## config.mk

```make
export PLATFORM = sky130hd
export DESIGN_NAME = chop_bridge_ctrl
export DESIGN_NICKNAME = d
export VERILOG_FILES = /design/src/rtl/chop_pkg.sv /design/src/rtl/chop_sync.sv /design/src/rtl/chop_timer.sv /design/src/rtl/chop_bridge_ctrl.sv
export SDC_FILE = /design/constraint.sdc
export NUM_CORES = 1
export LEC_CHECK = 0
export CORE_UTILIZATION = 53
export CTS_BUF_LIST = sky130_fd_sc_hd__clkbuf_4
export DETAILED_ROUTE_END_ITERATION = 10
export GPL_TIMING_DRIVEN = 0
export PLACE_DENSITY = 0.78
export SLEW_MARGIN = 25
export SYNTH_ARGS = -nofsm -noshare
export SYNTH_HDL_FRONTEND = slang
export SYNTH_SLANG_ARGS = --single-unit
```

## constraint.sdc

```tcl
create_clock -name clk -period 3.2 [get_ports clk]
set_clock_uncertainty 0.2 [all_clocks]
set_input_delay 0.64 -clock clk [delete_from_list [all_inputs] [get_ports clk]]
set_output_delay 0.64 -clock clk [all_outputs]
set_load 0.005 [all_outputs]
```

## src/rtl/chop_pkg.sv

```systemverilog
package chop_pkg;

    typedef enum logic [2:0] {
        ST_DIS   = 3'd0,
        ST_XOVER = 3'd1,
        ST_BLANK = 3'd2,
        ST_ON    = 3'd3,
        ST_OFF   = 3'd4
    } chop_state_e;

endpackage

```

## src/rtl/chop_sync.sv

```systemverilog
module chop_sync #(
    parameter int STAGES = 2
) (
    input  logic clk,
    input  logic rst,
    input  logic din,
    output logic dout
);
    logic [STAGES-1:0] sync_d, sync_q;

    generate
        if (STAGES == 1) begin : g_single
            always_comb sync_d = din;
        end else begin : g_chain
            always_comb sync_d = {sync_q[STAGES-2:0], din};
        end
    endgenerate

    always_ff @(posedge clk) begin
        if (rst) sync_q <= '0;
        else     sync_q <= sync_d;
    end

    assign dout = sync_q[STAGES-1];

endmodule

```

## src/rtl/chop_timer.sv

```systemverilog
module chop_timer #(
    parameter int CNT_W = 8
) (
    input  logic             clk,
    input  logic             rst,
    input  logic             clr,
    input  logic             load,
    input  logic [CNT_W-1:0] load_val,
    output logic             done
);
    localparam logic [CNT_W-1:0] ONE = CNT_W'(1);

    logic [CNT_W-1:0] cnt_d, cnt_q;

    always_comb begin
        cnt_d = cnt_q;
        if (clr)              cnt_d = '0;
        else if (load)        cnt_d = load_val;
        else if (cnt_q > ONE) cnt_d = cnt_q - ONE;
    end

    always_ff @(posedge clk) begin
        if (rst) cnt_q <= '0;
        else     cnt_q <= cnt_d;
    end

    assign done = (cnt_q == ONE);

    AST_TIMER_HOLD_ZERO: assert property (@(posedge clk) disable iff (rst)
        (cnt_q == '0 && !load) |=> (cnt_q == '0));

endmodule

```

## src/rtl/chop_bridge_ctrl.sv

```systemverilog
module chop_bridge_ctrl
    import chop_pkg::*;
#(
    parameter int CNT_W       = 8,
    parameter int SYNC_STAGES = 2,
    parameter int BLANK_SHIFT = 1
) (
    input  logic             clk,
    input  logic             rst,
    input  logic             enable_i,
    input  logic             phase_i,
    input  logic             trip_i,
    input  logic [CNT_W-1:0] off_cycles_i,
    input  logic [CNT_W-1:0] xover_cycles_i,
    output logic             src_a_o,
    output logic             snk_a_o,
    output logic             src_b_o,
    output logic             snk_b_o,
    output logic [2:0]       state_o
);
    localparam logic [CNT_W-1:0] ONE = CNT_W'(1);

    typedef struct packed {
        chop_state_e      st;
        logic             dir;
        logic [CNT_W-1:0] off_len;
        logic [CNT_W-1:0] blank_len;
        logic [CNT_W-1:0] xov_len;
    } ctrl_t;

    ctrl_t            r_d, r_q;
    logic             trip_s;
    logic             tmr_done;
    logic             tmr_load;
    logic [CNT_W-1:0] tmr_val;

    function automatic logic [CNT_W-1:0] at_least_one(input logic [CNT_W-1:0] v);
        return (v == '0) ? ONE : v;
    endfunction

    chop_sync #(.STAGES(SYNC_STAGES)) u_sync (
        .clk  (clk),
        .rst  (rst),
        .din  (trip_i),
        .dout (trip_s)
    );

    chop_timer #(.CNT_W(CNT_W)) u_timer (
        .clk      (clk),
        .rst      (rst),
        .clr      (!enable_i),
        .load     (tmr_load),
        .load_val (tmr_val),
        .done     (tmr_done)
    );

    always_comb begin
        r_d      = r_q;
        tmr_load = 1'b0;
        tmr_val  = '0;
        if (!enable_i) begin
            r_d.st = ST_DIS;
        end else begin
            case (r_q.st)
                ST_DIS: begin
                    r_d.st   = ST_BLANK;
                    r_d.dir  = phase_i;
                    tmr_load = 1'b1;
                    tmr_val  = r_q.blank_len;
                end
                ST_XOVER: begin
                    if (tmr_done) begin
                        r_d.st   = ST_BLANK;
                        r_d.dir  = phase_i;
                        tmr_load = 1'b1;
                        tmr_val  = r_q.blank_len;
                    end
                end
                default: begin
                    if (phase_i != r_q.dir) begin
                        r_d.st   = ST_XOVER;
                        tmr_load = 1'b1;
                        tmr_val  = r_q.xov_len;
                    end else if (r_q.st == ST_BLANK) begin
                        if (tmr_done) r_d.st = ST_ON;
                    end else if (r_q.st == ST_ON) begin
                        if (trip_s) begin
                            r_d.st   = ST_OFF;
                            tmr_load = 1'b1;
                            tmr_val  = r_q.off_len;
                        end
                    end else begin
                        if (tmr_done) begin
                            r_d.st   = ST_BLANK;
                            tmr_load = 1'b1;
                            tmr_val  = r_q.blank_len;
                        end
                    end
                end
            endcase
        end
    end

    always_ff @(posedge clk) begin
        if (rst) begin
            r_q.st        <= ST_DIS;
            r_q.dir       <= 1'b0;
            r_q.off_len   <= at_least_one(off_cycles_i);
            r_q.blank_len <= at_least_one(off_cycles_i >> BLANK_SHIFT);
            r_q.xov_len   <= at_least_one(xover_cycles_i);
        end else begin
            r_q <= r_d;
        end
    end

    logic drive_src, drive_snk;
    always_comb begin
        drive_src = (r_q.st == ST_BLANK) || (r_q.st == ST_ON);
        drive_snk = drive_src || (r_q.st == ST_OFF);
        src_a_o   = drive_src &&  r_q.dir;
        snk_b_o   = drive_snk &&  r_q.dir;
        src_b_o   = drive_src && !r_q.dir;
        snk_a_o   = drive_snk && !r_q.dir;
        state_o   = r_q.st;
    end

    AST_DISABLE_OFF: assert property (@(posedge clk) disable iff (rst)
        !enable_i |=> (state_o == ST_DIS && !src_a_o && !src_b_o && !snk_a_o && !snk_b_o));

    AST_SAME_SIDE: assert property (@(posedge clk) disable iff (rst)
        !(src_a_o && snk_a_o) && !(src_b_o && snk_b_o));

    AST_TRIP_CHOPS: assert property (@(posedge clk) disable iff (rst)
        (enable_i && r_q.st == ST_ON && phase_i == r_q.dir && trip_s)
        |=> (r_q.st == ST_OFF && !src_a_o && !src_b_o && $stable(r_q.dir)));

    AST_BLANK_IGNORES: assert property (@(posedge clk) disable iff (rst)
        (enable_i && r_q.st == ST_BLANK && phase_i == r_q.dir && !tmr_done)
        |=> (r_q.st == ST_BLANK));

    AST_DIR_CHANGE: assert property (@(posedge clk) disable iff (rst)
        (enable_i && phase_i != r_q.dir &&
         (r_q.st == ST_BLANK || r_q.st == ST_ON || r_q.st == ST_OFF))
        |=> (r_q.st == ST_XOVER));

    AST_REENABLE_BLANK: assert property (@(posedge clk) disable iff (rst)
        (enable_i && r_q.st == ST_DIS) |=> (r_q.st == ST_BLANK));

endmodule

```

* Yosys cells after proc, flatten, opt, wreduce, memory -nomap -nowiden *
Index checks and enable logic that the tools add are counted.

word-level totals
  flip-flop bits (word level) = 38
  bits in latches = 0
  bits in writable memories = 0
  ROM bits = 0
  bits of input ports = 21
  output and inout bits = 7
  logic and storage cells = 61
  memories kept = 0

operators by class
  add/subtract/negate cells = 1
  multipliers = 0
  divide/modulo/power cells = 0
  order comparisons = 1
  eq/ne operators = 9
  shift-type cells = 0
  mux-type cells = 24
  bitwise logic cells = 1
  reduce and logical (&&, ||, !) cells = 17

operators by type and width
  cell                 count
  $mux 8               7
  $logic_not 8->1      3
  $mux 3               6
  $pmux 8 s2           1
  $eq 8x1->1 const B   1
  $gt 8x1->1 const B   1
  $sub 8x1->8 const B  1
  $eq 3x2->1 const B   2
  $mux 1               6
  $ne 6x3->1 const B   1
  $pmux 3 s2           1
  $logic_and 1x1->1    4
  $mux 4               1
  $ne 4x3->1 const B   1
  $pmux 1 s2           2
  $reduce_and 4->1     1
  $reduce_bool 2->1    2
  $reduce_bool 4->1    1
  $eq 3x1->1 const B   1
  $eq 3x3->1 const B   1
  $logic_not 3->1      1
  $reduce_and 3->1     1
  $logic_or 1x1->1     2
  $ne 2x2->1 const B   1
  other kinds (4)      4

* Logic depth before layout (Yosys ltp) *
Gate-level depths: netlist of the first run.

  depth in word-level cells = 8
  mapped depth = 8
  depth with buffers taken out = 7

* Cells and area by module *
A second synthesis of the first run with hierarchy kept.

unflattened totals
  cell total of the unflattened synthesis = 194
  area total of the unflattened synthesis = 1924.3 um^2

by module, submodules not included
  module            instances  cells each  area an instance (um^2)  sequential area each (um^2)
  chop_bridge_ctrl  1          136         1398.8                   770.7
  chop_timer        1          54          473.0                    160.2
  chop_sync         1          4           52.6                     40.0

* Worst setup path before layout of the first run *
No wires, ideal clock.

  kind = input to register
  start point = input port phase_i
  end point = register u_timer.cnt_q[2]
  setup time = 0.115 ns
  arrival time = 1.611 ns
  required time = 2.885 ns
  setup slack = 1.275 ns
  stages on the path = 6
  buffers on the path = 1
  cells stage by stage = xnor2_4 -> nand3_1 -> a32oi_4 -> buf_6 -> a21oi_2 -> o21a_1

on the way
  cells in the longest elaborated chain, start to end = 5
  elaborated cells between the ends (all ways) = 8
  those cells by class = eq/ne (1); mux (6); reduce/logical (1)

RTL lines
  item                                                RTL line                text
  start, declared                                     chop_bridge_ctrl.sv:11  input logic phase_i,
  $ne 1x1->1 (*)                                      chop_bridge_ctrl.sv:80  if (phase_i != r_q.dir) begin
  $mux 1                                              chop_bridge_ctrl.sv:80
  $pmux 1 s2                                          chop_bridge_ctrl.sv:64  case (r_q.st)
  $mux 1                                              chop_bridge_ctrl.sv:61  if (!enable_i) begin
  $mux 8 / $reduce_bool 2->1 (equally long branches)  -
  end signal, assigned                                chop_timer.sv:24        else cnt_q <= cnt_d;
  end, declared                                       chop_timer.sv:13        logic [CNT_W-1:0] cnt_d, cnt_q;

Every way passes the cells marked *; elsewhere a longest branch is shown, timed or not.
A chain may end at the register's enable or synchronous reset.

* Final worst setup path of the first run *
  start point = register r_q, in the netlist state_o[1]
  end point = output port snk_b_o

on the way
  cells in the longest elaborated chain, start to end = 4
  elaborated cells between the ends (all ways) = 6
  those cells by class = eq/ne (3); reduce/logical (3)

RTL lines
  item                    RTL line                 text
  start, declared         chop_bridge_ctrl.sv:31   ctrl_t r_d, r_q;
  start signal, assigned  chop_bridge_ctrl.sv:112  r_q <= r_d;
  $eq 3x2->1              chop_bridge_ctrl.sv:118  drive_src = (r_q.st == ST_BLANK) || (r_q.st == ST_ON);
  $logic_or 1x1->1        chop_bridge_ctrl.sv:118
  $logic_or 1x1->1 (*)    chop_bridge_ctrl.sv:119  drive_snk = drive_src || (r_q.st == ST_OFF);
  $logic_and 1x1->1 (*)   chop_bridge_ctrl.sv:121  snk_b_o = drive_snk && r_q.dir;
  end, declared           chop_bridge_ctrl.sv:18   output logic snk_b_o,

Marks and branches as above.

==> flow_metrics.env, run 1 <==
export IMPL_critPathMaxFanout=7
export IMPL_numCtsBuffers=5
export IMPL_p_per_area_nw_per_um2=460
export IMPL_clockBufferDepth=2
export IMPL_layout_nets=234
export IMPL_hold_path_class="reg -> reg"
export IMPL_start_util_pct=56.5
export IMPL_wl_per_cell_um=13.8
export IMPL_hold_viol=0
export IMPL_vdd_drop_max_mv=0.295
export IMPL_die_y_um=62.4
export IMPL_yosysWarnings=0
export IMPL_path_delay_family="buffers and inverters"
export IMPL_num_vias=1394
export IMPL_path_cells="nor2b_1 > a21oi_1 > nor2b_1 > clkdlybuf4s50_1"
export IMPL_post_cts_buffers=0
export IMPL_syn_num_nets=200
export IMPL_fin_crit_sh_pct=81.3
export IMPL_finalSetupTns_ns=0
export IMPL_hold_ws_ns=0.263
export IMPL_max_freq_ghz=0.385
export IMPL_first_global_vias=1279
export IMPL_drv_cap=0
export IMPL_core_um2=3420
export IMPL_relSlewSlack_pct=54.9
export IMPL_vias_per_cell=5.40
export IMPL_cts_resized_gates=0
export IMPL_drtIter0Drc=40
export IMPL_gp_congestion=0.830
export IMPL_rows=21
export IMPL_critPathArrivalTime_ns=1.76
export IMPL_crit_type="reg -> out"
export IMPL_p_leak_nw=0.833
export IMPL_gr_usage_met3_pct=5.51
export IMPL_cts_htree_levels=2
export IMPL_cts_root_buf="clkbuf_4"
export IMPL_placed_cells=250
export IMPL_place_hpwl_mm=2.65
export IMPL_grt_util_met2_pct=33.1
export IMPL_async_flop_share_pct=0
export IMPL_cts_sinks=37
export IMPL_fillers=279
export IMPL_synth_cells=177
export IMPL_ys_seq_area_share_pct=50.3
export IMPL_fp_dieArea_um2=3890
export IMPL_cpMaxStageDelayCell="clkdlybuf4s50_1"
export IMPL_grt_overflow=0
export IMPL_finalSetupViolations=0
export IMPL_hold_buffers=0
export IMPL_grt_max_degree=28
export IMPL_worstPathRequired_ns=2.36
export IMPL_synthDistinctLibCells=48
export IMPL_synth_area_um2=1930
export IMPL_die_x_um=62.4
export IMPL_post_route_util_pct=67.6
export IMPL_grt_use_met1_pct=24.3
export IMPL_avgSynthCellArea_um2=10.9
export IMPL_slew_viol_final=0
export IMPL_finalNonFillerCells=258
export IMPL_insertion_delay_ns=0.35
export IMPL_diodes=0
export IMPL_end_kind="output port"
export IMPL_drive_gt1_share_pct=16.5
export IMPL_outcome="complete, no violations"
export IMPL_routed_wl_mm=3.56
export IMPL_dr_pass1_iters=4
export IMPL_rsz0062_at_grt="false"
export IMPL_tightest_slew_ns=0.674
export IMPL_io_pins=28
export IMPL_synth_seq_cells=37
export IMPL_ant_nets=0
export IMPL_crit_top_cell="nor2b_1"
export IMPL_grt_pass1_wl_mm=5.84
export IMPL_path_clk_slew_ns=0.10
export IMPL_top_usage_layer="met2"
export IMPL_syn_to_final_growth_pct=19.6
export IMPL_synth_edff_count=23
export IMPL_critPathBufInv=1
export IMPL_synth_top_flop_cell="edfxtp_1"
export IMPL_grt_total_usage_pct=19.7
export IMPL_cts_tree="built"
export IMPL_antenna_found_initial=0
export IMPL_period_needed_ns=2.60
export IMPL_critPathMaxStageDelay_ns=0.50
export IMPL_drc=0
export IMPL_portBuffers=27
export IMPL_critPathLaunchType="flop"
cells by family after synthesis:
logic type,after synthesis,share of synthesized area (%)
AOI/OAI and AO/OA,47,20.0
buffers and inverters,35,8.30
and+or+nand+nor,45,13.5
adders and majority gates,2,1.30
xor gates and xnor gates,6,3.69
DFF,37,50.3
muxes,5,2.85
metrics by stage:
stage,cell area (um^2),power [mW],setup slack (ns)
floorplan,1930,0.746,1.27
global placement,2260,0.815,0.478
detailed placement,2260,0.826,0.432
CTS,2310,1.07,0.611
global route,2310,1.12,0.501
finish,2310,1.06,0.600
path summary, 6_finish.rpt:
check                                startpoint                             to  slack, ns  depth (start not counted)
hold reg to reg     u_sync.sync_q[0]$_SDFF_PP0_    u_sync.sync_q[1]$_SDFF_PP0_       0.26                          1
hold / removal      u_sync.sync_q[0]$_SDFF_PP0_    u_sync.sync_q[1]$_SDFF_PP0_       0.26                          1
setup / recovery        state_o[1]$_SDFFE_PP0P_                        snk_b_o       0.60                          4
setup reg to reg  u_timer.cnt_q[0]$_SDFFE_PP0P_  u_timer.cnt_q[0]$_SDFFE_PP0P_       1.04                          6
worst register-to-register path, cell delays in order (launching register included):
cell and delay, ns:
dfxtp_1 0.44, ha_1 0.25, nor3b_1 0.36, and2_2 0.26, a32oi_4 0.17, buf_6 0.19
o21a_1 0.19
state kept, by name, indices dropped and copies added, names as in the netlist:
register	cells
r_q	1
r_d	23
state_o	3
u_sync.sync_q	2
u_timer.cnt_q	8
layout make-up:
class	instances	area, um^2	share of cell area, %
Timing Repair Buffer	27	265	11.5
Clock inverter	2	11.3	0.488
Tap cell	46	57.6	2.49
Inverter	7	26.3	1.14
Clock buffer	6	45.0	1.95
Buffer	28	134	5.80
Sequential cell	37	971	42.0
Multi-Input combinational cell	105	800	34.6
cell usage after synthesis (2+ instances only):
cell type,n,area share (%)
a21oi_1,6,1.6
nand2_1,11,2.1
xor2_1,3,1.4
dfxtp_1,14,15
nor2b_1,8,2.6
ha_1,2,1.3
mux2i_1,4,2.1
o22ai_1,4,1.3
a22o_1,4,1.8
nor2_1,8,1.6
a21oi_2,3,1.4
o21ai_1,2,0.52
nand2b_1,3,0.97
buf_2,2,0.52
nor4_1,2,0.65
edfxtp_1,23,36
xnor2_1,2,0.91
a211oi_1,6,2.3
clkbuf_1,20,3.9
buf_4,5,1.9
o21a_1,4,1.6
nor3_1,3,0.78
inv_1,7,1.4
a211oi_2,4,2.6
a22oi_1,4,1.6
metal layers:
metal / up-vias / share of wire [%]
met5: - / 0
met3: 6 / 4.5
met1: 659 / 45
li1: 692 / -
met4: 0 / 1.3
met2: 37 / 50
power by group:
group / total, mW / internal, mW / switching [mW]
registers: 0.567 / 0.544 / 0.0232
clock network: 0.248 / 0.0921 / 0.156
logic: 0.248 / 0.123 / 0.125
cell usage in the layout, fill, tap and decap left out, types with 2 or more instances in the layout:
cell type        count
nor3_1               3
a22o_1               4
nor2b_1              8
clkbuf_1            20
o21a_1               4
buf_4                5
clkdlybuf4s50_1     26
nand2_1             11
mux2i_1              4
xnor2_1              2
dfxtp_1             14
nand2b_1             3
a211oi_1             6
o21ai_1              2
inv_1                7
nor2_1               8
a22oi_1              4
ha_1                 2
a21oi_1              6
clkbuf_4             6
o22ai_1              4
nor4_1               2
edfxtp_1            23
a211oi_2             4
a21oi_2              3
buf_2                3
xor2_1               3
Note: power is estimated with default switching activity, not from simulation.
==> run 2: changes to the inputs <==
- clock period: 3.2 -> 2.62 ns (I/O delays scaled with it)
==> results of run 2 <==
Same layout as run 1 (identical final DEF). Status: complete, no violations.
Among the figures that moved: setup slack after placement 0.432 ns -> -0.0325 ns; setup slack after layout 0.600 ns -> 0.136 ns; register-to-register setup slack 1.04 ns -> 0.46 ns; total power 1.06 mW -> 1.30 mW; worst IR drop on VDD 0.295 mV -> 0.360 mV
==> run 3: changes to the inputs <==
- CORE_MARGIN: default -> 5
- clock period: 2.62 -> 2.91 ns (I/O delays scaled with it)
==> flow_metrics.env, run 3 (synthesis results as in run 1) <==
export IMPL_place_ws_ns=0.187
export IMPL_worstHoldStart="u_sync.sync_q[0]$_SDFF_PP0_"
export IMPL_worstPathRequired_ns=2.13
export IMPL_antenna_found_initial=0
export IMPL_drtIter0Drc=54
export IMPL_final_cell_mix="clkdlybuf4s50_1, edfxtp_1, clkbuf_1, dfxtp_1, nand2_1"
export IMPL_hold_depth=1
export IMPL_wl_per_cell_um=13.6
export IMPL_period_needed_ns=2.57
export IMPL_cts_htree_levels=2
export IMPL_largest_reg_flops=23
export IMPL_path_clk_slew_ns=0.11
export IMPL_timing_final_ws_setup_ns=0.339
export IMPL_vdd_drop_max_mv=0.451
export IMPL_dr_pass1_iters=4
export IMPL_relSlewSlack_pct=57.8
export IMPL_insertion_delay_ns=0.34
export IMPL_num_vias=1365
export IMPL_pwr_share_seq_pct=49.8
export IMPL_vias_per_cell=5.25
export IMPL_gp_congestion=0.771
export IMPL_final_common_cell="clkdlybuf4s50_1"
export IMPL_hold_viol=0
export IMPL_numCtsBuffers=5
export IMPL_p_per_area_nw_per_um2=535
export IMPL_switching_share_pct=26.8
export IMPL_r2r_start="u_timer.cnt_q[0]$_SDFFE_PP0P_"
export IMPL_cts_root_buf="clkbuf_4"
export IMPL_end_kind="output port"
export IMPL_cts_tree="built"
export IMPL_clockBufferDepth=2
export IMPL_die_y_um=70.4
export IMPL_rsz0062_at_grt="false"
export IMPL_cts_sinks=37
export IMPL_portBuffers=27
export IMPL_routed_wl_mm=3.54
export IMPL_die_x_um=70.4
export IMPL_grt_overflow=0
export IMPL_finalSetupTns_ns=0
export IMPL_fin_crit_sh_pct=88.3
export IMPL_grt_max_degree=28
export IMPL_cts_resized_gates=0
export IMPL_ant_nets=0
export IMPL_slew_viol_final=0
export IMPL_core_um2=3610
export IMPL_io_pins=28
export IMPL_fp_dieArea_um2=4950
export IMPL_tightest_slew_ns=0.629
export IMPL_grt_pass1_wl_mm=6.24
export IMPL_start_util_pct=53.5
export IMPL_finalSetupViolations=0
export IMPL_critPathMaxFanout=7
export IMPL_place_hpwl_mm=2.73
export IMPL_crit_type="reg -> out"
export IMPL_drc=0
export IMPL_placed_cells=252
export IMPL_combPwrFrac_pct=21.7
export IMPL_outcome="complete, no violations"
export IMPL_first_global_vias=1390
export IMPL_hold_path_class="reg -> reg"
export IMPL_rows=22
export IMPL_critPathLaunchType="flop"
export IMPL_p_switching_uw=336
export IMPL_p_int_uw=915
export IMPL_max_freq_ghz=0.389
export IMPL_grt_total_usage_pct=16.0
export IMPL_layout_nets=234
export IMPL_cp_startpoint="state_o[1]$_SDFFE_PP0P_"
export IMPL_drive_gt1_share_pct=17.0
export IMPL_reg2reg_depth=6
export IMPL_drv_cap=0
export IMPL_p_leak_nw=0.845
export IMPL_diodes=0
export IMPL_critPathArrivalTime_ns=1.79
export IMPL_syn_to_final_growth_pct=21.2
export IMPL_hold_buffers=0
export IMPL_finalNonFillerCells=260
export IMPL_post_cts_buffers=0
export IMPL_clkPwrFrac_pct=28.5
run 3: worst max-delay path: stages, from the launching register on:
cell and delay [ns]:
dfxtp_1 0.47, nor2b_1 0.26, a21oi_1 0.09, nor2b_1 0.12, clkdlybuf4s50_1 0.52
run 3: path summary, 6_finish.rpt:
| kind | to | slack [ns] |
|---|---|---|
| setup reg to reg | u_timer.cnt_q[6]$_SDFFE_PP0P_ | 0.76 |
| setup / recovery | snk_b_o | 0.34 |
| hold reg to reg | u_sync.sync_q[1]$_SDFF_PP0_ | 0.26 |
| hold / removal | u_sync.sync_q[1]$_SDFF_PP0_ | 0.26 |
run 3: metrics by stage:
step / power, mW / hold slack [ns] / area [um^2] / util, %
4_1_cts: 1.26 / 0.266 / 2340 / 65.0
3_5_place_dp: 0.909 / 0.245 / 2260 / 62.7
2_1_floorplan: 0.820 / 0.214 / 1930 / -
3_3_place_gp: 0.896 / 0.218 / 2260 / 62.7
6_report: 1.25 / 0.264 / 2340 / 64.9
5_1_grt: 1.32 / 0.285 / 2340 / 64.9
run 3: area by class of cell:
class	instances	area, um^2
fillers	302	1270
well taps	48	60.1
plain buffers	28	134
flip-flops and latches	37	971
multi-input cells	105	800
clock inverters	3	46.3
repair buffers	27	265
clock buffers	5	37.5
inverters	7	26.3
run 3: power groups by stage:
stage	Clock [mW]	Combinational [mW]	Sequential, mW
after global routing	0.393	0.302	0.628
after detailed placement	0	0.273	0.635
after floorplan	0	0.192	0.629
after global placement	0	0.264	0.633
after CTS	0.366	0.275	0.623
final	0.356	0.272	0.622
run 3: layer usage:
layer  share of wire [%]  wire, um  up-vias  GRT usage, %
met3                 3.3       116        6          4.89
li1                    -         -      695             -
met2                  52      1840       29          27.4
met1                  43      1520      635          19.0
met5                   0         0        -             0
met4                 1.6        55        0          5.11
